File: src/rtl/flash_dma_pkg.sv
package flash_dma_pkg;
  typedef enum logic [2:0] {
    SEL_SRC  = 3'd0,
    SEL_DST  = 3'd1,
    SEL_END  = 3'd2,
    SEL_CTRL = 3'd3,
    SEL_STAT = 3'd4,
    SEL_EN   = 3'd5
  } cfg_sel_e;

  localparam int IRQ_W    = 8;
  localparam int DONE_BIT = 7;
endpackage

File: src/rtl/dma_regs.sv
module dma_regs
  import flash_dma_pkg::*;
#(
  parameter int AW         = 32,
  parameter int BEAT_BYTES = 16,
  parameter int MAX_BYTES  = 4194304
) (
  input  logic             clk,
  input  logic             rst_n,
  input  logic             cfg_we,
  input  logic [2:0]       cfg_sel,
  input  logic [AW-1:0]    cfg_wdata,
  input  logic             done,
  output logic             go,
  output logic             busy,
  output logic             err,
  output logic [AW-1:0]    src_r,
  output logic [AW-1:0]    dst_r,
  output logic [AW-1:0]    end_r,
  output logic [IRQ_W-1:0] stat,
  output logic             irq
);
  localparam int OFS = $clog2(BEAT_BYTES);

  logic [IRQ_W-1:0] en_r;
  logic [AW:0]      span;
  logic             bad, start_req, rej;
  logic [IRQ_W-1:0] stat_nxt;

  assign span      = {1'b0, end_r} - {1'b0, dst_r};
  assign bad       = (|src_r[OFS-1:0]) || (|dst_r[OFS-1:0]) || (|end_r[OFS-1:0])
                     || (end_r <= dst_r) || (span > (AW+1)'(MAX_BYTES));
  assign start_req = cfg_we && (cfg_sel == SEL_CTRL) && cfg_wdata[0];
  assign go        = start_req && !busy && !bad;
  assign rej       = start_req && !busy && bad;
  assign irq       = |(stat & en_r);

  always_comb begin
    stat_nxt = stat;
    if (cfg_we && cfg_sel == SEL_STAT) stat_nxt = stat & ~cfg_wdata[IRQ_W-1:0];
    if (done) stat_nxt[DONE_BIT] = 1'b1;
  end

  always_ff @(posedge clk) begin
    if (!rst_n) begin
      src_r <= '0; dst_r <= '0; end_r <= '0;
      en_r  <= '0; stat  <= '0;
      busy  <= 1'b0; err <= 1'b0;
    end else begin
      if (cfg_we && cfg_sel == SEL_SRC) src_r <= cfg_wdata;
      if (cfg_we && cfg_sel == SEL_DST) dst_r <= cfg_wdata;
      if (cfg_we && cfg_sel == SEL_END) end_r <= cfg_wdata;
      if (cfg_we && cfg_sel == SEL_EN)  en_r  <= cfg_wdata[IRQ_W-1:0];
      stat <= stat_nxt;
      if (go)        busy <= 1'b1;
      else if (done) busy <= 1'b0;
      if (rej)       err <= 1'b1;
      else if (go)   err <= 1'b0;
    end
  end


  reject_holds_idle_chk: assert property (@(posedge clk) disable iff (!rst_n)
    rej |=> (err && !busy));

  done_sets_status_chk: assert property (@(posedge clk) disable iff (!rst_n)
    done |=> stat[DONE_BIT]);

  restart_ignored_chk: assert property (@(posedge clk) disable iff (!rst_n)
    (busy && start_req && !done) |=> busy);
endmodule

File: src/rtl/dma_addr_gen.sv
module dma_addr_gen #(
  parameter int AW         = 32,
  parameter int BEAT_BYTES = 16
) (
  input  logic          clk,
  input  logic          rst_n,
  input  logic          go,
  input  logic [AW-1:0] src_r,
  input  logic [AW-1:0] dst_r,
  input  logic [AW-1:0] end_r,
  input  logic          fl_take,
  input  logic          beat_take,
  output logic [AW-1:0] src_lat,
  output logic [AW-1:0] ptr,
  output logic          last_beat,
  output logic          left_nz
);
  logic [AW:0]   left;
  logic [AW-1:0] end_lat;

  assign left_nz   = (left != '0);
  assign last_beat = (ptr + AW'(BEAT_BYTES)) == end_lat;

  always_ff @(posedge clk) begin
    if (!rst_n) begin
      left <= '0; ptr <= '0; end_lat <= '0; src_lat <= '0;
    end else if (go) begin
      left    <= {1'b0, end_r} - {1'b0, dst_r};
      ptr     <= dst_r;
      end_lat <= end_r;
      src_lat <= src_r;
    end else begin
      if (fl_take)   left <= left - 1'b1;
      if (beat_take) ptr  <= ptr + AW'(BEAT_BYTES);
    end
  end


  no_extra_byte_chk: assert property (@(posedge clk) disable iff (!rst_n)
    !left_nz |-> !fl_take);
endmodule

File: src/rtl/dma_packer.sv
module dma_packer #(
  parameter int BEAT_BYTES = 16
) (
  input  logic                    clk,
  input  logic                    rst_n,
  input  logic                    en,
  input  logic                    fl_valid,
  input  logic [7:0]              fl_data,
  output logic                    fl_ready,
  output logic                    fl_take,
  input  logic                    mem_ready,
  output logic                    mem_valid,
  output logic [BEAT_BYTES*8-1:0] mem_data,
  output logic                    beat_take
);
  localparam int CW = $clog2(BEAT_BYTES);

  logic [CW-1:0]           cnt;
  logic [BEAT_BYTES*8-1:0] acc, acc_nxt;
  logic                    full, last_byte;

  assign last_byte = (cnt == CW'(BEAT_BYTES-1));
  assign fl_ready  = en && (!last_byte || !full || mem_ready);
  assign fl_take   = fl_valid && fl_ready;
  assign beat_take = full && mem_ready;
  assign mem_valid = full;

  always_comb begin
    acc_nxt = acc;
    acc_nxt[cnt*8 +: 8] = fl_data;
  end

  always_ff @(posedge clk) begin
    if (!rst_n) begin
      cnt <= '0; acc <= '0; full <= 1'b0; mem_data <= '0;
    end else begin
      if (fl_take) begin
        acc <= acc_nxt;
        cnt <= last_byte ? '0 : cnt + 1'b1;
      end
      if (fl_take && last_byte) begin
        mem_data <= acc_nxt;
        full     <= 1'b1;
      end else if (beat_take) begin
        full <= 1'b0;
      end
    end
  end


  beat_hold_chk: assert property (@(posedge clk) disable iff (!rst_n)
    (mem_valid && !mem_ready) |=> (mem_valid && $stable(mem_data)));
endmodule

File: src/rtl/flash_rd_dma.sv
module flash_rd_dma
  import flash_dma_pkg::*;
#(
  parameter int AW         = 32,
  parameter int BEAT_BYTES = 16,
  parameter int MAX_BYTES  = 4194304
) (
  input  logic                    clk,
  input  logic                    rst_n,
  input  logic                    cfg_we,
  input  logic [2:0]              cfg_sel,
  input  logic [AW-1:0]           cfg_wdata,
  output logic                    dma_busy,
  output logic                    dma_err,
  output logic [IRQ_W-1:0]        irq_stat,
  output logic                    irq,
  output logic                    fl_req,
  output logic [AW-1:0]           fl_addr,
  input  logic                    fl_valid,
  output logic                    fl_ready,
  input  logic [7:0]              fl_data,
  output logic                    mem_valid,
  input  logic                    mem_ready,
  output logic [AW-1:0]           mem_addr,
  output logic [BEAT_BYTES*8-1:0] mem_data
);
  logic          go, done, fl_take, beat_take, last_beat, left_nz;
  logic [AW-1:0] src_r, dst_r, end_r;

  assign done   = beat_take && last_beat;
  assign fl_req = dma_busy && left_nz;

  dma_regs #(.AW(AW), .BEAT_BYTES(BEAT_BYTES), .MAX_BYTES(MAX_BYTES)) u_regs (
    .clk(clk), .rst_n(rst_n), .cfg_we(cfg_we), .cfg_sel(cfg_sel),
    .cfg_wdata(cfg_wdata), .done(done), .go(go), .busy(dma_busy),
    .err(dma_err), .src_r(src_r), .dst_r(dst_r), .end_r(end_r),
    .stat(irq_stat), .irq(irq));

  dma_addr_gen #(.AW(AW), .BEAT_BYTES(BEAT_BYTES)) u_addr (
    .clk(clk), .rst_n(rst_n), .go(go), .src_r(src_r), .dst_r(dst_r),
    .end_r(end_r), .fl_take(fl_take), .beat_take(beat_take),
    .src_lat(fl_addr), .ptr(mem_addr), .last_beat(last_beat),
    .left_nz(left_nz));

  dma_packer #(.BEAT_BYTES(BEAT_BYTES)) u_pack (
    .clk(clk), .rst_n(rst_n), .en(fl_req), .fl_valid(fl_valid),
    .fl_data(fl_data), .fl_ready(fl_ready), .fl_take(fl_take),
    .mem_ready(mem_ready), .mem_valid(mem_valid), .mem_data(mem_data),
    .beat_take(beat_take));


  write_only_when_busy_chk: assert property (@(posedge clk) disable iff (!rst_n)
    mem_valid |-> dma_busy);

  addr_hold_chk: assert property (@(posedge clk) disable iff (!rst_n)
    (mem_valid && !mem_ready) |=> $stable(mem_addr));
endmodule

File: config.mk
export PLATFORM = sky130hd
export DESIGN_NAME = flash_rd_dma
export DESIGN_NICKNAME = d
export VERILOG_FILES = /design/src/rtl/flash_dma_pkg.sv /design/src/rtl/dma_regs.sv /design/src/rtl/dma_addr_gen.sv /design/src/rtl/dma_packer.sv /design/src/rtl/flash_rd_dma.sv
export SDC_FILE = /design/constraint.sdc
export NUM_CORES = 1
export LEC_CHECK = 0
export BUFFER_PORTS_ARGS = -buffer_cell sky130_fd_sc_hd__buf_4
export CAP_MARGIN = 20
export CORE_MARGIN = 8
export CORE_UTILIZATION = 35
export DETAILED_ROUTE_END_ITERATION = 7
export GPL_TIMING_DRIVEN = 0
export SLEW_MARGIN = 5
export SYNTH_ARGS = -nofsm -noshare
export SYNTH_HDL_FRONTEND = slang
export SYNTH_HIERARCHICAL = 1
export SYNTH_SLANG_ARGS = --single-unit
File: constraint.sdc
create_clock -name clk -period 4.8 [get_ports clk]
set_input_delay 0.72 -clock clk [delete_from_list [all_inputs] [get_ports clk]]
set_output_delay 0.72 -clock clk [all_outputs]
set_load 0.05 [all_outputs]
Word-level counts from Yosys, hierarchy flattened
Index checks and enable logic that the tools add are counted.
- bits in registers: 504
- latch bits: 0
- bits in writable memories: 0
- memory bits (read-only): 0
- output and inout port bits: 206
- memories kept: 0
- $add $sub $neg: 5
- $mul: 0
- divide/modulo/power cells: 0
- $lt $le $gt $ge: 2
- equality and inequality tests: 7
- shift operators: 2
- muxes and demuxes: 14
- bitwise logic cells: 3
- reductions and logical operators: 38
- operator list (operator ; number):
    $bwmux 128 ; 1
    $shift 8x34->128 const A ; 1
    $shiftx 8x34->128 ; 1
    $mux 33 ; 2
    $mux 32 ; 2
    $neg 7->34 ; 1
    $gt 33x23->1 const B ; 1
    $reduce_bool 33->1 ; 1
    $sub 32x32->33 ; 1
    $sub 33x1->33 const B ; 1
    $add 32x5->32 const B ; 1
    $eq 32x32->1 ; 1
    $le 32x32->1 ; 1
    $and 8x8->8 ; 2
    $logic_and 1x1->1 ; 16
    $reduce_bool 2->1 ; 6
    $reduce_or 4->1 ; 3
    $mux 8 ; 1
    $not 8->8 ; 1
    $reduce_or 8->1 ; 1
    $mux 1 ; 7
    $eq 3x2->1 const B ; 2
    $eq 3x3->1 const B ; 2
    $logic_or 1x1->1 ; 6
    other kinds (6) ; 9

Logic depth before layout (Yosys ltp)
- word-level depth: 9
- gate-level depth with buffers: 19

Hierarchy
Netlist, hierarchy kept.
- modules (own cells, without submodules) (module ; instances ; cells an instance ; area an instance (um^2) ; seq. area each (um^2)):
    dma_packer ; 1 ; 1226 ; 10611.4 ; 5225.0
    dma_addr_gen ; 1 ; 1005 ; 8400.6 ; 2582.5
    dma_regs ; 1 ; 854 ; 6461.2 ; 2282.2
    flash_rd_dma ; 1 ; 2 ; 12.5 ; 0.0

Worst setup path after synthesis
OpenSTA, ideal clock, no wires.
- path type: flip-flop to flip-flop
- start: register u_addr.left[17]
- end: register u_addr.left[29]
- setup time: 0.133 ns
- arrival time: 3.922 ns
- required time: 4.667 ns
- slack: 0.746 ns
- stages on the path, launching flop included: 19
- clock period less this slack: 4.054 ns
- path through: dfxtp_1 -> or3_4 -> or4_1 -> nor4_1 -> nand4_1 -> and2_1 -> nand2_1 -> a21o_1 -> clkinv_1 -> buf_2 -> buf_1 -> or3b_2 -> nor3_2 -> nand4b_2 -> nor2_2 -> nand3b_1 -> xnor2_1 -> o21ai_0 -> a21oi_1
- cells in the longest elaborated chain, start to end: 5
- elaborated cells between the ends (all ways): 8
- ends and longest elaborated chain (element ; RTL line ; text):
    start, declared ; dma_addr_gen.sv:18 ; logic [AW:0] left;
    start signal, assigned ; dma_addr_gen.sv:28 ; left <= {1'b0, end_r} - {1'b0, dst_r};
    start signal, assigned ; dma_addr_gen.sv:33 ; if (fl_take) left <= left - 1'b1;
    $reduce_bool 33->1 ; dma_addr_gen.sv:21 ; assign left_nz = (left != '0);
    net left_nz ; flash_rd_dma.sv:27 ; logic go, done, fl_take, beat_take, last_beat, left_nz;
    $logic_and 1x1->1 ; flash_rd_dma.sv:31 ; assign fl_req = dma_busy && left_nz;
    net fl_req ; flash_rd_dma.sv:17 ; output logic fl_req,
    $logic_and 1x1->1 ; dma_packer.sv:23 ; assign fl_ready = en && (!last_byte || !full || mem_ready);
    $logic_and 1x1->1 ; dma_packer.sv:24 ; assign fl_take = fl_valid && fl_ready;
    net fl_take ; flash_rd_dma.sv:27 ;
    $reduce_bool 2->1 (no line) ; n/a ;
The timed path passes the listed nets, and every way through them passes these cells. The select of a mux whose other input is x is not followed.
A chain may end at the register's enable or synchronous reset.

Final worst setup path
- start: register u_regs.dst_r[21]
- end: register u_addr.ptr[9]
- cells in the longest elaborated chain, start to end: 6
- elaborated cells between the ends (all ways): 9
- ends and longest elaborated chain (element ; RTL line ; text):
    start, declared ; dma_regs.sv:18 ; output logic [AW-1:0] dst_r,
    start signal, assigned ; dma_regs.sv:51 ; if (cfg_we && cfg_sel == SEL_DST) dst_r <= cfg_wdata;
    $sub 32x32->33 / $le 32x32->1 (equally long branches) ; dma_regs.sv:30, dma_regs.sv:32 ;
    $gt 33x23->1 / $logic_or 1x1->1 (equally long branches) ; dma_regs.sv:32 ; || (end_r <= dst_r) || (span > (AW+1)'(MAX_BYTES));
    $logic_or 1x1->1 * ; dma_regs.sv:32 ;
    $logic_not 1->1 * ; dma_regs.sv:34 ; assign go = start_req && !busy && !bad;
    $logic_and 1x1->1 * ; dma_regs.sv:34 ;
    net go ; flash_rd_dma.sv:27 ;
    $mux 32 / $reduce_bool 2->1 (equally long branches) ; n/a ;
    end signal, assigned ; dma_addr_gen.sv:29 ; ptr <= dst_r;
    end signal, assigned ; dma_addr_gen.sv:34 ; if (beat_take) ptr <= ptr + AW'(BEAT_BYTES);
    end, declared ; dma_addr_gen.sv:14 ; output logic [AW-1:0] ptr,
Mark *: on every way through the listed nets, which the timed path passes. The rest lies on a longest branch.

==> results.py <==
metrics = {
    "setup_path": {
        "crit_arrival_ns": 5.11,
        "cp_common_cell": "clkbuf_1",
        "worstPathRequired_ns": 5.33,
        "critical_path.endpoint": "u_addr/ptr[9]",
        "path_class": "register to register",
        "worstReg2RegStart": "u_regs/dst_r[21]",
        "startpoint": "u_regs/dst_r[21]",
        "cp_max_fo": 10,
        "start_kind": "register",
        "worstReg2RegEnd": "u_addr/ptr[9]",
        "r2r_cells": 15,
        "cp_slowest_cell": "dfxtp_1",
        "r2r_slack_ns": 0.22,
        "slowest_delay_ns": 0.56,
        "path_cells": "inv_1, ha_1, clkbuf_1, and4_1, a221o_1, a21o_1, or3_1, a221oi_2, o2111ai_1, nor4_4, clkbuf_8, clkinv_2, buf_6, clkbuf_1, a211oi_1",
        "cp-end-kind": "register",
    },
    "flow_run": {
        "maxCapViolations": 0,
    },
    "route": {
        "num_vias": 23300,
        "first_pass_iters": 7,
        "drt_wl_total_mm": 86.5,
        "wl_per_cell_um": 19.7,
        "drc": 0,
        "final_antenna_net_count": 0,
        "viasPerCell": 5.29,
        "drt-initial-drc-count": 2001,
    },
    "cts": {
        "clk_latency_ns": 0.65,
        "cts-root-buf": "clkbuf_16",
        "h-tree-depth": 2,
        "cts_tree": "built",
        "numCtsBuffers": 55,
        "path_clk_slew_ns": 0.06,
        "cts_sinks": 504,
        "ctsHoldBuffers": 0,
        "cts_buffer_depth": 3,
    },
    "synth": {
        "async_flop_share_pct": 0,
        "synth_ff_type": "dfxtp_1",
        "ys_ff_latch": 504,
        "yosysTopAreaCellShare_pct": 39.6,
        "ys_types": 95,
        "synth_top_area_cell": "dfxtp_1",
        "synth_area_leaders": "dfxtp_1 40%, nand2_1 8.5%, mux2i_1 7.9%",
        "synth_nets": 3209,
        "synth_edf_count": 0,
        "yosys_warnings": 6,
        "avgSynthCellArea_sq_um": 8.26,
        "syn-cell-area_sq_um": 25500,
        "ys_seq_area_share_pct": 39.6,
        "syn_inst": 3087,
    },
    "place": {
        "postPlaceCellArea_sq_um": 28600,
        "io_buffers": 253,
        "dp_hpwl_mm": 65.6,
        "place_inst": 4299,
        "gp_congestion": 0.939,
    },
    "global_routing": {
        "track_usage_pct": 20.0,
        "overflow": 0,
        "grt_max_degree": 19,
        "antenna_found_initial": 2,
        "grt_first_pass_wirelength_mm": 131,
        "grt_pass1_vias": 22100,
    },
    "final_layout": {
        "multi_input_area_sq_um": 14200,
        "final_util_pct": 42.0,
        "nNetsFinal": 3519,
        "fillers": 7436,
        "final_cell_area_sq_um": 30500,
        "n_antenna_cell": 0,
        "area_growth_pct": 19.8,
        "layout.cells.non_filler": 4399,
        "drive_gt1_share_pct": 13.4,
        "regArea_sq_um": 10100,
    },
    "timing": {
        "max_clock_freq_mhz": 219,
        "worst_pin_slew_ns": 0.977,
        "holdWs_ns": 0.373,
        "drv_slew": 0,
        "relSlewSlack_pct": 34.4,
        "hold_viol": 0,
        "rsz0062_at_grt": "false",
        "layout_min_cycle_time_ns": 4.58,
        "fin_crit_sh_pct": 95.3,
        "setup_viol": 0,
        "finalClockSkew_ns": 0.0823,
    },
    "power": {
        "total_power_w": 0.00943,
        "power_leakage_nw": 11.9,
        "power_density_nw_per_um2": 309,
        "vdd_drop_max_mv": 0.358,
    },
    "hold_path": {
        "min-delay-start": "cfg_wdata[12]",
        "min_path_type": "input port to register",
    },
    "floorplanning": {
        "die_height_um": 286,
        "die-area_sq_um": 81700,
        "initial_core_util_pct": 35.1,
        "fp-row-count": 99,
        "ioPinCount": 254,
        "coreArea_sq_um": 72600,
        "die_w_um": 286,
    },
    "outcome": {
        "outcome": "completed",
    },
}
==> critical path: cells and delay by family, from the launching register on <==
kind / cells / cell delay (ns)
flip-flops: 1 / 0.56
AND/OR/NAND/NOR: 3 / 1.03
AO/OA/AOI/OAI: 5 / 1.37
adder cells (fa/ha/maj): 1 / 0.29
buffers and inverters: 6 / 1.21
==> worst min-delay path by stage <==
stage	endpoint	slack (ns)	depth (start not counted)
6_report	u_regs/end_r[12]	0.37	3
5_1_grt	u_pack/mem_valid	0.36	3
4_1_cts	u_regs/dst_r[18]	0.34	3
3_5_place_dp	u_pack/acc[3]	0.44	2
3_3_place_gp	u_pack/mem_data[5]	0.44	2
2_1_floorplan	u_pack/acc[64]	0.43	2
==> through the flow <==
step                setup TNS, ns  setup slack (ns)
finish                          0             0.224
global route                    0            0.0487
CTS                             0           0.00239
detailed placement         -27.32            -0.408
global placement           -35.35            -0.444
floorplan                       0             0.746
==> placed cells by master (no fill, tap or decap), types with 57 or more instances in the layout <==
cell type | synthesis | routed
clkbuf_1 | 150 | 149
a21oi_1 | 167 | 165
ha_1 | 73 | 73
xnor2_1 | 78 | 78
o21ai_0 | 201 | 199
dfxtp_1 | 504 | 503
nand3_1 | 108 | 108
mux2i_1 | 201 | 201
nor2_1 | 188 | 188
inv_1 | 89 | 89
xor2_1 | 57 | 57
nand2_1 | 576 | 575
buf_4 | 7 | 261
a21boi_0 | 109 | 109
==> timing repair <==
action	CTS	global route
gates cloned	0	0
setup buffers	0	1
gates resized for setup	15	22
hold endpoints to repair	0	0
pin swaps	0	1
setup endpoints to repair	128	122
==> flip-flops by register name, indices dropped and copies added, names as in the netlist <==
name,count
u_addr/end_lat,32
u_pack/acc,128
u_regs/busy,1
u_regs/err,1
u_regs/src_r,32
u_pack/cnt,4
u_pack/mem_data,128
u_regs/dst_r,32
u_pack/mem_valid,1
u_addr/src_lat,32
u_regs/stat,8
u_regs/en_r,8
u_addr/ptr,32
u_addr/left,33
u_regs/end_r,32
==> where the power goes <==
| group | switching [W] | leakage [nW] | total, W | internal [W] |
|---|---|---|---|---|
| registers | 0.0000316 | 4.06 | 0.00423 | 0.00420 |
| logic | 0.000542 | 6.98 | 0.000873 | 0.000330 |
| clock network | 0.00183 | 0.903 | 0.00433 | 0.00250 |
==> cell usage after synthesis (all sizes together), types with 4 or more instances <==
cell type  instances
a211oi            54
a21boi           109
a21o              39
a21oi            175
a221o             27
a221oi             4
a22oi              6
a31o               5
a31oi             12
and2              24
and3              54
and4               5
buf               59
clkbuf           155
dfxtp            504
ha                73
inv               89
mux2i            201
nand2            577
nand2b             9
nand3            113
nand4             33
nor2             192
nor2b              9
nor3              49
nor3b              5
nor4              23
o2111ai            5
o211a              4
o211ai            18
o21a              14
o21ai            212
o21bai             4
o22ai              5
o31ai              7
or2                4
or3               17
or4               10
xnor2             78
xor2              57
==> per-layer routing <==
metal,vias up,track usage [%],share of wire (%)
li1,11400,-,-
met4,2,6.11,2.9
met5,-,0,0.015
met2,721,32.3,45
met1,11100,27.5,46
met3,130,2.96,6.3
==> cells by family after synthesis <==
group	after synthesis	synth area share (%)
buf+inv	306	5.02
fa+ha+maj	74	3.66
xor+xnor	135	4.64
mux	204	8.03
flops	504	39.6
simple gates	1137	20.7
compound gates	727	18.4
==> area by class of cell <==
| cell class | instances | share of cell area (%) |
|---|---|---|
| plain buffers | 213 | 3.12 |
| repair buffers | 254 | 6.25 |
| clock buffers | 79 | 5.13 |
| clock inverters | 21 | 0.963 |
| multi-input cells | 2277 | 46.4 |
| well taps | 959 | 3.93 |
| inverters | 92 | 1.15 |
| flip-flops and latches | 504 | 33.1 |
No activity file was read; power rests on OpenSTA's default activity.
